[config.mk]
export PLATFORM = sky130hd
export DESIGN_NAME = ycc2rgb_conv
export DESIGN_NICKNAME = d
export VERILOG_FILES = /design/src/rtl/ycc_pkg.sv /design/src/rtl/ycc_cfg_regs.sv /design/src/rtl/ycc_offset_stage.sv /design/src/rtl/ycc_mult_stage.sv /design/src/rtl/ycc_sum_stage.sv /design/src/rtl/ycc2rgb_conv.sv
export SDC_FILE = /design/constraint.sdc
export NUM_CORES = 2
export LEC_CHECK = 0
export ABC_AREA = 1
export BUFFER_PORTS_ARGS = -buffer_cell sky130_fd_sc_hd__buf_2
export CAP_MARGIN = 15
export CORE_ASPECT_RATIO = 0.75
export CORE_MARGIN = 5
export CORE_UTILIZATION = 40
export CTS_CLUSTER_SIZE = 8
export DETAILED_ROUTE_END_ITERATION = 12
export GPL_TIMING_DRIVEN = 0
export PLACE_DENSITY_LB_ADDON = 0.08
export SYNTH_ARGS = -nofsm -noshare
export SYNTH_HDL_FRONTEND = slang
export SYNTH_SLANG_ARGS = --single-unit
export TNS_END_PERCENT = 100
[constraint.sdc]
create_clock -name clk -period 2.2 [get_ports clk]
set_input_delay 0.22 -clock clk [delete_from_list [all_inputs] [get_ports clk]]
set_output_delay 0.22 -clock clk [all_outputs]
set_load 0.02 [all_outputs]
[src/rtl/ycc_pkg.sv]
package ycc_pkg;

  localparam int NUM_K = 5;

  typedef enum logic [2:0] {
    REG_CTRL   = 3'd0,
    REG_LUMA   = 3'd1,
    REG_CHROMA = 3'd2,
    REG_K0     = 3'd3
  } cfg_reg_e;

  // Reset gain values in 1/1024 units
  function automatic logic [11:0] k_reset(input int idx);
    case (idx)
      0:       k_reset = 12'h4A8;
      1:       k_reset = 12'h662;
      2:       k_reset = 12'h191;
      3:       k_reset = 12'h341;
      default: k_reset = 12'h811;
    endcase
  endfunction

  // Which centred sample (0=y,1=u,2=v) feeds each gain
  function automatic int k_operand(input int idx);
    case (idx)
      0:       k_operand = 0;
      1:       k_operand = 2;
      2:       k_operand = 1;
      3:       k_operand = 2;
      default: k_operand = 1;
    endcase
  endfunction

endpackage

[src/rtl/ycc_cfg_regs.sv]
module ycc_cfg_regs
  import ycc_pkg::*;
#(
  parameter int PIX_W  = 8,
  parameter int COEF_W = 12
) (
  input  logic                            clk,
  input  logic                            rst_n,
  input  logic                            wr_en,
  input  logic [2:0]                      addr,
  input  logic [COEF_W-1:0]               wdata,
  output logic                            conv_en,
  output logic                            rev_order,
  output logic [PIX_W-1:0]                luma_ofs,
  output logic [PIX_W-1:0]                chroma_ofs,
  output logic [NUM_K-1:0][COEF_W-1:0]    gain
);

  logic [1:0]                      ctrl_q, ctrl_d;
  logic [PIX_W-1:0]                luma_q, luma_d, chroma_q, chroma_d;
  logic [NUM_K-1:0][COEF_W-1:0]    gain_q, gain_d;

  always_comb begin
    ctrl_d   = ctrl_q;
    luma_d   = luma_q;
    chroma_d = chroma_q;
    gain_d   = gain_q;
    if (wr_en) begin
      if (addr == REG_CTRL)   ctrl_d   = wdata[1:0];
      if (addr == REG_LUMA)   luma_d   = wdata[PIX_W-1:0];
      if (addr == REG_CHROMA) chroma_d = wdata[PIX_W-1:0];
      for (int i = 0; i < NUM_K; i++) begin
        if (int'(addr) == int'(REG_K0) + i) gain_d[i] = wdata;
      end
    end
  end

  always_ff @(posedge clk or negedge rst_n) begin
    if (!rst_n) begin
      ctrl_q   <= 2'b01;
      luma_q   <= '0;
      chroma_q <= PIX_W'(1) << (PIX_W - 1);
      for (int i = 0; i < NUM_K; i++) gain_q[i] <= COEF_W'(k_reset(i));
    end else begin
      ctrl_q   <= ctrl_d;
      luma_q   <= luma_d;
      chroma_q <= chroma_d;
      gain_q   <= gain_d;
    end
  end

  assign conv_en    = ctrl_q[0];
  assign rev_order  = ctrl_q[1];
  assign luma_ofs   = luma_q;
  assign chroma_ofs = chroma_q;
  assign gain       = gain_q;

  // a gain write lands in the register one cycle later
  assert_gain_write_R5: assert property (@(posedge clk) disable iff (!rst_n)
    (wr_en && addr == REG_K0) |=> (gain_q[0] == $past(wdata)));

endmodule

[src/rtl/ycc_offset_stage.sv]
module ycc_offset_stage #(
  parameter int PIX_W  = 8,
  parameter int DIFF_W = 10
) (
  input  logic                         clk,
  input  logic                         rst_n,
  input  logic                         in_valid,
  output logic                         in_ready,
  input  logic [2:0][PIX_W-1:0]        in_pix,
  input  logic [PIX_W-1:0]             luma_ofs,
  input  logic [PIX_W-1:0]             chroma_ofs,
  output logic                         out_valid,
  input  logic                         out_ready,
  output logic [2:0][DIFF_W-1:0]       out_diff,
  output logic [2:0][PIX_W-1:0]        out_raw
);

  logic                   vld_q, vld_d, load;
  logic [2:0][DIFF_W-1:0] diff_q, diff_d;
  logic [2:0][PIX_W-1:0]  raw_q;

  assign in_ready = !vld_q || out_ready;
  assign load     = in_valid && in_ready;

  always_comb begin
    diff_d[0] = DIFF_W'(in_pix[0]) - DIFF_W'(luma_ofs);
    diff_d[1] = DIFF_W'(in_pix[1]) - DIFF_W'(chroma_ofs);
    diff_d[2] = DIFF_W'(in_pix[2]) - DIFF_W'(chroma_ofs);
    vld_d     = load || (vld_q && !out_ready);
  end

  always_ff @(posedge clk or negedge rst_n) begin
    if (!rst_n) vld_q <= 1'b0;
    else        vld_q <= vld_d;
  end

  always_ff @(posedge clk) begin
    if (load) begin
      diff_q <= diff_d;
      raw_q  <= in_pix;
    end
  end

  assign out_valid = vld_q;
  assign out_diff  = diff_q;
  assign out_raw   = raw_q;

  // a stalled pixel stays in place
  assert_offset_hold_R9: assert property (@(posedge clk) disable iff (!rst_n)
    (vld_q && !out_ready) |=> (vld_q && $stable(diff_q) && $stable(raw_q)));

endmodule

[src/rtl/ycc_mult_stage.sv]
module ycc_mult_stage
  import ycc_pkg::*;
#(
  parameter int PIX_W  = 8,
  parameter int DIFF_W = 10,
  parameter int COEF_W = 12,
  parameter int PROD_W = 23
) (
  input  logic                          clk,
  input  logic                          rst_n,
  input  logic                          in_valid,
  output logic                          in_ready,
  input  logic [2:0][DIFF_W-1:0]        in_diff,
  input  logic [2:0][PIX_W-1:0]         in_raw,
  input  logic [NUM_K-1:0][COEF_W-1:0]  gain,
  output logic                          out_valid,
  input  logic                          out_ready,
  output logic [NUM_K-1:0][PROD_W-1:0]  out_prod,
  output logic [2:0][PIX_W-1:0]         out_raw
);

  logic                          vld_q, vld_d, load;
  logic [NUM_K-1:0][PROD_W-1:0]  prod_d, prod_q;
  logic [2:0][PIX_W-1:0]         raw_q;

  assign in_ready = !vld_q || out_ready;
  assign load     = in_valid && in_ready;
  assign vld_d    = load || (vld_q && !out_ready);

  for (genvar i = 0; i < NUM_K; i++) begin : g_mul
    localparam int SEL = k_operand(i);
    logic signed [PROD_W-1:0] a_ext, b_ext;
    assign a_ext = $signed({{(PROD_W-DIFF_W){in_diff[SEL][DIFF_W-1]}}, in_diff[SEL]});
    assign b_ext = $signed({{(PROD_W-COEF_W){1'b0}}, gain[i]});
    assign prod_d[i] = a_ext * b_ext;
  end

  always_ff @(posedge clk or negedge rst_n) begin
    if (!rst_n) vld_q <= 1'b0;
    else        vld_q <= vld_d;
  end

  always_ff @(posedge clk) begin
    if (load) begin
      prod_q <= prod_d;
      raw_q  <= in_raw;
    end
  end

  assign out_valid = vld_q;
  assign out_prod  = prod_q;
  assign out_raw   = raw_q;

  // products are not lost or altered under a stall
  assert_mult_hold_R9: assert property (@(posedge clk) disable iff (!rst_n)
    (vld_q && !out_ready) |=> (vld_q && $stable(prod_q)));

endmodule

[src/rtl/ycc_sum_stage.sv]
module ycc_sum_stage
  import ycc_pkg::*;
#(
  parameter int PIX_W  = 8,
  parameter int PROD_W = 23,
  parameter int FRAC_W = 10,
  parameter int SUM_W  = 25
) (
  input  logic                          clk,
  input  logic                          rst_n,
  input  logic                          in_valid,
  output logic                          in_ready,
  input  logic [NUM_K-1:0][PROD_W-1:0]  in_prod,
  input  logic [2:0][PIX_W-1:0]         in_raw,
  input  logic                          conv_en,
  input  logic                          rev_order,
  output logic                          out_valid,
  input  logic                          out_ready,
  output logic [2:0][PIX_W-1:0]         out_pix
);

  logic                   vld_q, vld_d, load;
  logic [2:0][PIX_W-1:0]  pix_q, pix_d;
  logic signed [SUM_W-1:0] ext [NUM_K];
  logic signed [SUM_W-1:0] sum_r, sum_g, sum_b;
  logic [PIX_W-1:0]        col_r, col_g, col_b;

  function automatic logic [PIX_W-1:0] round_clamp(input logic signed [SUM_W-1:0] s);
    logic signed [SUM_W-1:0] t;
    logic signed [SUM_W-1:0] q;
    t = s + SUM_W'(1 << (FRAC_W - 1));
    q = t >>> FRAC_W;
    if (q[SUM_W-1])               round_clamp = '0;
    else if (|q[SUM_W-2:PIX_W])   round_clamp = '1;
    else                          round_clamp = q[PIX_W-1:0];
  endfunction

  for (genvar i = 0; i < NUM_K; i++) begin : g_ext
    assign ext[i] = $signed({{(SUM_W-PROD_W){in_prod[i][PROD_W-1]}}, in_prod[i]});
  end

  assign in_ready = !vld_q || out_ready;
  assign load     = in_valid && in_ready;

  always_comb begin
    sum_r = ext[0] + ext[1];
    sum_g = ext[0] - ext[2] - ext[3];
    sum_b = ext[0] + ext[4];
    col_r = round_clamp(sum_r);
    col_g = round_clamp(sum_g);
    col_b = round_clamp(sum_b);
    if (!conv_en)       pix_d = in_raw;
    else if (rev_order) pix_d = {col_r, col_g, col_b};
    else                pix_d = {col_b, col_g, col_r};
    vld_d = load || (vld_q && !out_ready);
  end

  always_ff @(posedge clk or negedge rst_n) begin
    if (!rst_n) vld_q <= 1'b0;
    else        vld_q <= vld_d;
  end

  always_ff @(posedge clk) begin
    if (load) pix_q <= pix_d;
  end

  assign out_valid = vld_q;
  assign out_pix   = pix_q;

  // the output pixel holds while downstream stalls
  assert_out_hold_R9: assert property (@(posedge clk) disable iff (!rst_n)
    (vld_q && !out_ready) |=> (vld_q && $stable(pix_q)));

endmodule

[src/rtl/ycc2rgb_conv.sv]
module ycc2rgb_conv
  import ycc_pkg::*;
#(
  parameter int PIX_W  = 8,
  parameter int COEF_W = 12,
  parameter int FRAC_W = 10
) (
  input  logic              clk,
  input  logic              rst_n,
  input  logic              cfg_wr_en,
  input  logic [2:0]        cfg_addr,
  input  logic [COEF_W-1:0] cfg_wdata,
  input  logic              in_valid,
  output logic              in_ready,
  input  logic [PIX_W-1:0]  in_ch0,
  input  logic [PIX_W-1:0]  in_ch1,
  input  logic [PIX_W-1:0]  in_ch2,
  output logic              out_valid,
  input  logic              out_ready,
  output logic [PIX_W-1:0]  out_ch0,
  output logic [PIX_W-1:0]  out_ch1,
  output logic [PIX_W-1:0]  out_ch2
);

  localparam int DIFF_W = PIX_W + 2;
  localparam int PROD_W = DIFF_W + COEF_W + 1;
  localparam int SUM_W  = PROD_W + 2;

  logic [1:0] rst_sync_q;
  logic       rst_int_n;

  always_ff @(posedge clk or negedge rst_n) begin
    if (!rst_n) rst_sync_q <= 2'b00;
    else        rst_sync_q <= {rst_sync_q[0], 1'b1};
  end
  assign rst_int_n = rst_sync_q[1];

  logic                          conv_en, rev_order;
  logic [PIX_W-1:0]              luma_ofs, chroma_ofs;
  logic [NUM_K-1:0][COEF_W-1:0]  gain;

  logic                          v1, r1, v2, r2;
  logic [2:0][DIFF_W-1:0]        diff1;
  logic [2:0][PIX_W-1:0]         raw1, raw2, pix_out;
  logic [NUM_K-1:0][PROD_W-1:0]  prod2;

  ycc_cfg_regs #(.PIX_W(PIX_W), .COEF_W(COEF_W)) cfg_i (
    .clk(clk), .rst_n(rst_int_n), .wr_en(cfg_wr_en), .addr(cfg_addr),
    .wdata(cfg_wdata), .conv_en(conv_en), .rev_order(rev_order),
    .luma_ofs(luma_ofs), .chroma_ofs(chroma_ofs), .gain(gain));

  ycc_offset_stage #(.PIX_W(PIX_W), .DIFF_W(DIFF_W)) ofs_i (
    .clk(clk), .rst_n(rst_int_n), .in_valid(in_valid), .in_ready(in_ready),
    .in_pix({in_ch2, in_ch1, in_ch0}), .luma_ofs(luma_ofs),
    .chroma_ofs(chroma_ofs), .out_valid(v1), .out_ready(r1),
    .out_diff(diff1), .out_raw(raw1));

  ycc_mult_stage #(.PIX_W(PIX_W), .DIFF_W(DIFF_W), .COEF_W(COEF_W),
                   .PROD_W(PROD_W)) mul_i (
    .clk(clk), .rst_n(rst_int_n), .in_valid(v1), .in_ready(r1),
    .in_diff(diff1), .in_raw(raw1), .gain(gain), .out_valid(v2),
    .out_ready(r2), .out_prod(prod2), .out_raw(raw2));

  ycc_sum_stage #(.PIX_W(PIX_W), .PROD_W(PROD_W), .FRAC_W(FRAC_W),
                  .SUM_W(SUM_W)) sum_i (
    .clk(clk), .rst_n(rst_int_n), .in_valid(v2), .in_ready(r2),
    .in_prod(prod2), .in_raw(raw2), .conv_en(conv_en),
    .rev_order(rev_order), .out_valid(out_valid), .out_ready(out_ready),
    .out_pix(pix_out));

  assign out_ch0 = pix_out[0];
  assign out_ch1 = pix_out[1];
  assign out_ch2 = pix_out[2];

  // a ready sink makes the whole chain ready
  assert_full_rate_R8: assert property (@(posedge clk) disable iff (!rst_int_n)
    out_ready |-> in_ready);

endmodule

# ---- Yosys cells after proc, flatten, opt, wreduce, memory -nomap -nowiden
# Cells that the tools add are included.
dict set report classes {
  add_sub_neg 10
  multipliers 5
  eq_ne 7
  n_mux 8
  n_reduce_logical 30
}
# op n
set op_table {}
lappend op_table {{$mul 9x13->22} 5}
lappend op_table {{$add 25x11->25 const B} 3}
lappend op_table {{$add 23x23->24} 2}
lappend op_table {{$mux 24} 2}
lappend op_table {{$mux 8} 6}
lappend op_table {{$sub 8x8->9} 3}
lappend op_table {{$sub 24x23->25} 1}
lappend op_table {{$sub 23x23->24} 1}
lappend op_table {{$reduce_or 7->1} 3}
lappend op_table {{$reduce_and 2->1} 8}
lappend op_table {{$eq 3x3->1 const B} 3}
lappend op_table {{$eq 3x1->1 const B} 2}
lappend op_table {{$eq 3x2->1 const B} 2}
lappend op_table {{$logic_and 1x1->1} 6}
lappend op_table {{$logic_not 1->1} 6}
lappend op_table {{$logic_or 1x1->1} 6}
lappend op_table {{$logic_not 3->1} 1}
dict set report word_totals {
  reg_bits 297
  input_bits 44
  out_inout_bits 26
  wordCells 89
}

# ---- Longest topological paths before layout
dict set report depth {
  depth_word 8
  ltp_mapped 25
  depth_no_buf 24
}

# ---- Cells and area by module
# From an unflattened synthesis, not the netlist that was laid out.
dict set report unflattened {
  hier_cells 5226
  area_unflattened_um2 39903.3
}
# mod instances cells_each area_each_um2 seq_area_each_um2
set by_module_without_submodules {}
lappend by_module_without_submodules {ycc_mult_stage 1 3398 26695.6 4199.0}
lappend by_module_without_submodules {ycc_sum_stage 1 1197 7265.7 745.7}
lappend by_module_without_submodules {ycc_cfg_regs 1 354 3121.7 1979.4}
lappend by_module_without_submodules {ycc_offset_stage 1 274 2766.4 1556.5}
lappend by_module_without_submodules {ycc2rgb_conv 1 3 53.8 50.0}

# ---- Worst setup path before layout
# Ideal clock, no wire load.
dict set report synth_timing {
  path_kind {reg-to-reg}
  from {reg cfg_i.gain_q, in the netlist cfg_i.gain[32]}
  to {reg mul_i.prod_q, in the netlist mul_i.out_prod[67] (data pin)}
  arrival_ns 5.123
  required_ns 1.935
  path_slack_ns -3.188
  stages_incl_launch_ff 23
  n_path_buf 1
  period_less_slack_ns 5.388
  cell_sequence {dfstp_2 -> clkbuf_1 -> nand2_1 -> fa_1 -> inv_1 -> fa_1 -> inv_1 -> fa_1 -> fa_1 -> inv_1 -> fa_1 -> ha_1 -> a21oi_1 -> nand2_1 -> a21boi_0 -> o21bai_1 -> a21oi_1 -> o21ai_0 -> a21oi_1 -> o21bai_1 -> nand2_1 -> o21ai_0 -> xor2_1}
}
# element line_no
set synth_rtl {}
lappend synth_rtl {{start: declaration} ycc_cfg_regs.sv:21} ;# logic [NUM_K-1:0][COEF_W-1:0] gain_q, gain_d;
lappend synth_rtl {{start signal: assignment} ycc_cfg_regs.sv:48} ;# gain_q <= gain_d;
lappend synth_rtl {{end signal: assignment} ycc_mult_stage.sv:45} ;# prod_q <= prod_d;
lappend synth_rtl {{end: declaration} ycc_mult_stage.sv:23} ;# logic [NUM_K-1:0][PROD_W-1:0] prod_d, prod_q;

==> flow_metrics.env <==
export IMPL_yosysMostFrequentCell="nand2_1"
export IMPL_synth_seq_area_share_pct=24.7
export IMPL_syn_nets=4898
export IMPL_drive_above_1_share_pct=24.7
export IMPL_slew_headroom_pct=26.9
export IMPL_clkSlewWorstSetupHoldPaths_ps=60
export IMPL_cts_max_path_buffers=3
export IMPL_drcViolationCount=0
export IMPL_status="complete, but fails checks"
export IMPL_path_class="flop to flop"
export IMPL_row_count=92
export IMPL_gr_total_overflow=0
export IMPL_hold_path_class="input pin to flop"
export IMPL_grt_use_total_pct=23.7
export IMPL_max_cap_violations=0
export IMPL_synth_area_sq_mm=0.0339
export IMPL_hold_violations=0
export IMPL_setup_ws_ps=-3190
export IMPL_finalSetupViolCount=119
export IMPL_dp_hpwl_microns=82600
export IMPL_vias=27400
export IMPL_nets=5301
export IMPL_worstPathMaxFanout=4
export IMPL_yosysWarnings=0
export IMPL_wl_per_cell_microns=19.4
export IMPL_fillers=7841
export IMPL_worstPathArrival_ps=5710
export IMPL_grt_max_degree=52
export IMPL_synth_cell_types=48
export IMPL_die_width_microns=346
export IMPL_clock_sinks=292
export IMPL_dieHeight_microns=262
export IMPL_cts_root_buf="clkbuf_16"
export IMPL_period_share_pct=245
export IMPL_drt_total_wl_microns=109000
export IMPL_critPathRequiredTime_ps=2510
export IMPL_antenna_found_initial=2
export IMPL_syn_avg_cell_area_sq_um=8.36
export IMPL_worst_setup_path_end_kind="flop"
export IMPL_cts_tree="done"
export IMPL_postRouteAntennaNets=0
export IMPL_register_area_sq_mm=0.00839
export IMPL_ios=70
export IMPL_grt_pass1_wl_microns=164000
export IMPL_ys_top_cells_by_count="nand2_1 (1113), inv_1 (907), ha_1 (418), fa_1 (378), edfxtp_1 (209)"
export IMPL_dpl_cell_area_sq_mm=0.0372
export IMPL_fin_worst_skew_ps=34.2
export IMPL_area_delta_synth_final_pct=30.4
export IMPL_numCtsBuffers=44
export IMPL_synth_top_cell_by_area="fa_1"
export IMPL_core_area_sq_mm=0.0841
export IMPL_synth_main_ff_cell="edfxtp_1"
export IMPL_synthArstFlopShare_pct=28.4
export IMPL_fin_area_sq_mm=0.0442
export IMPL_final_max_slew_viol_count=0
export IMPL_die_area_sq_mm=0.0908
export IMPL_violations="negative setup slack"
export IMPL_utilization_pct=52.6
export IMPL_dr_pass1_iters=5
export IMPL_multi_input_area_sq_mm=0.0251
export IMPL_clock_latency_ps=610
export IMPL_vias_per_cell=4.87
export IMPL_start_util_pct=40.3
export IMPL_synth_seq_cells=292
export IMPL_grt_setup_unrepaired="yes"
export IMPL_layout_min_cycle_time_ps=5390
export IMPL_htreeDepth=2
export IMPL_worst_pin_slew_ps=1090
export IMPL_yosys_area_top_type_share_pct=22.3
export IMPL_syn_instance_count=4058
export IMPL_max_freq_ghz=0.185
export IMPL_grt_pass1_vias=26600
export IMPL_drtIter0Drc=1862
export IMPL_globalplace_congestion=0.895
export IMPL_synthTopCellsByArea="fa_1 (22%), edfxtp_1 (18%), ha_1 (15%)"
export IMPL_port_buffers=69
export IMPL_worst_setup_path_start_kind="flop"
export IMPL_synth_edf_count=209
layout make-up:
| cell class | count | area share [%] |
|---|---|---|
| well taps | 1128 | 3.19 |
| clock buffers | 75 | 2.80 |
| inverters | 909 | 7.78 |
| diodes | 2 | 0.0113 |
| clock inverters | 7 | 0.204 |
| multi-input cells | 2733 | 56.7 |
| repair inverters | 1 | 0.0113 |
| plain buffers | 107 | 2.77 |
| repair buffers | 373 | 7.58 |
| flip-flops and latches | 292 | 19.0 |
metrics by stage:
step	cells	setup WS [ps]	hold slack [ps]	TNS, ps
after global placement	5255	-3970	7.27	-591970
after detailed placement	5260	-3980	8.88	-298890
after floorplan	4058	-2850	-75.6	-312730
final	5627	-3190	59.7	-251660
after CTS	5531	-3210	24.6	-256920
after global routing	5625	-3340	83.9	-267510
flip-flops by register name, indices dropped and copies added, names as in the netlist:
register and cells:
mul_i.out_prod 110, sum_i.out_valid 1, ofs_i.out_raw 24, sum_i.out_pix 24, cfg_i.gain 60, rst_sync_q 2, ofs_i.out_valid 1, cfg_i.ctrl_q 2
mul_i.out_valid 1, cfg_i.chroma_ofs 8, ofs_i.out_diff 27, cfg_i.luma_ofs 8, mul_i.out_raw 24
repair_timing:
action	in CTS	in global routing
buffers inserted	183	114
gates cloned	0	1
endpoints found under the setup margin	208	162
hold buffers	31	0
resized for setup	349	388
endpoints found under the hold margin	31	0
pin swaps	150	203
cell families after synthesis:
family	count (synthesis)	synth area share, %
buffers and inverters	1033	11.5
other	1	0.0111
AO/OA/AOI/OAI	353	5.56
XOR/XNOR	133	3.43
AND/OR/NAND/NOR	1450	17.1
flip-flops	292	24.7
adder cells (fa/ha/maj)	796	37.7
placed cells by master, fill, tap and decap left out, drive strengths merged, types with 99 or more instances in the layout:
cell,instances
nand2,1122
inv,907
ha,418
fa,378
buf,356
edfxtp,209
a21oi,180
nor2,179
clkbuf,165
o21ai,127
xor2,99
final timing paths:
kind / end / slack (ps) / depth (start not counted) / start
max reg2reg: mul_i.out_prod[67] / -3190 / 22 / ofs_i.out_diff[18]
min in group asynchronous: cfg_i.gain[6] / 410 / 0 / rst_sync_q[1]
max: mul_i.out_prod[67] / -3190 / 22 / ofs_i.out_diff[18]
min reg2reg: rst_sync_q[1] / 340 / 0 / rst_sync_q[0]
min: ofs_i.out_valid / 60 / 6 / out_ready
max in group asynchronous: cfg_i.gain[24] / 960 / 1 / rst_sync_q[1]
worst max-delay path: stages (launching register included):
cell and delay, ps:
edfxtp_1 370, buf_12 160, clkinv_8 50, clkbuf_16 150, or2_4 230, fa_1 490
fa_1 530, fa_1 440, fa_1 490, inv_1 50, fa_2 550, ha_4 230
a21oi_4 150, nand2_2 100, a21boi_4 180, o21bai_4 100, a21oi_2 190, o21ai_2 90
a21oi_2 130, o21bai_1 90, nand2_1 90, o21ai_1 80, xor2_1 170
per-layer routing:
layer	track usage [%]	share of wire, %	vias to the layer above	wire, microns
met5	0	0	-	0
met1	37.3	50	13400	54600
met2	32.6	40	740	43400
met3	6.48	8.6	88	9420
li1	-	-	13200	-
met4	4.06	1.7	0	1810
Power is left out: the tool's default activity adds up to more than one toggle a clock period on the data nets, which glitch-free logic cannot reach.
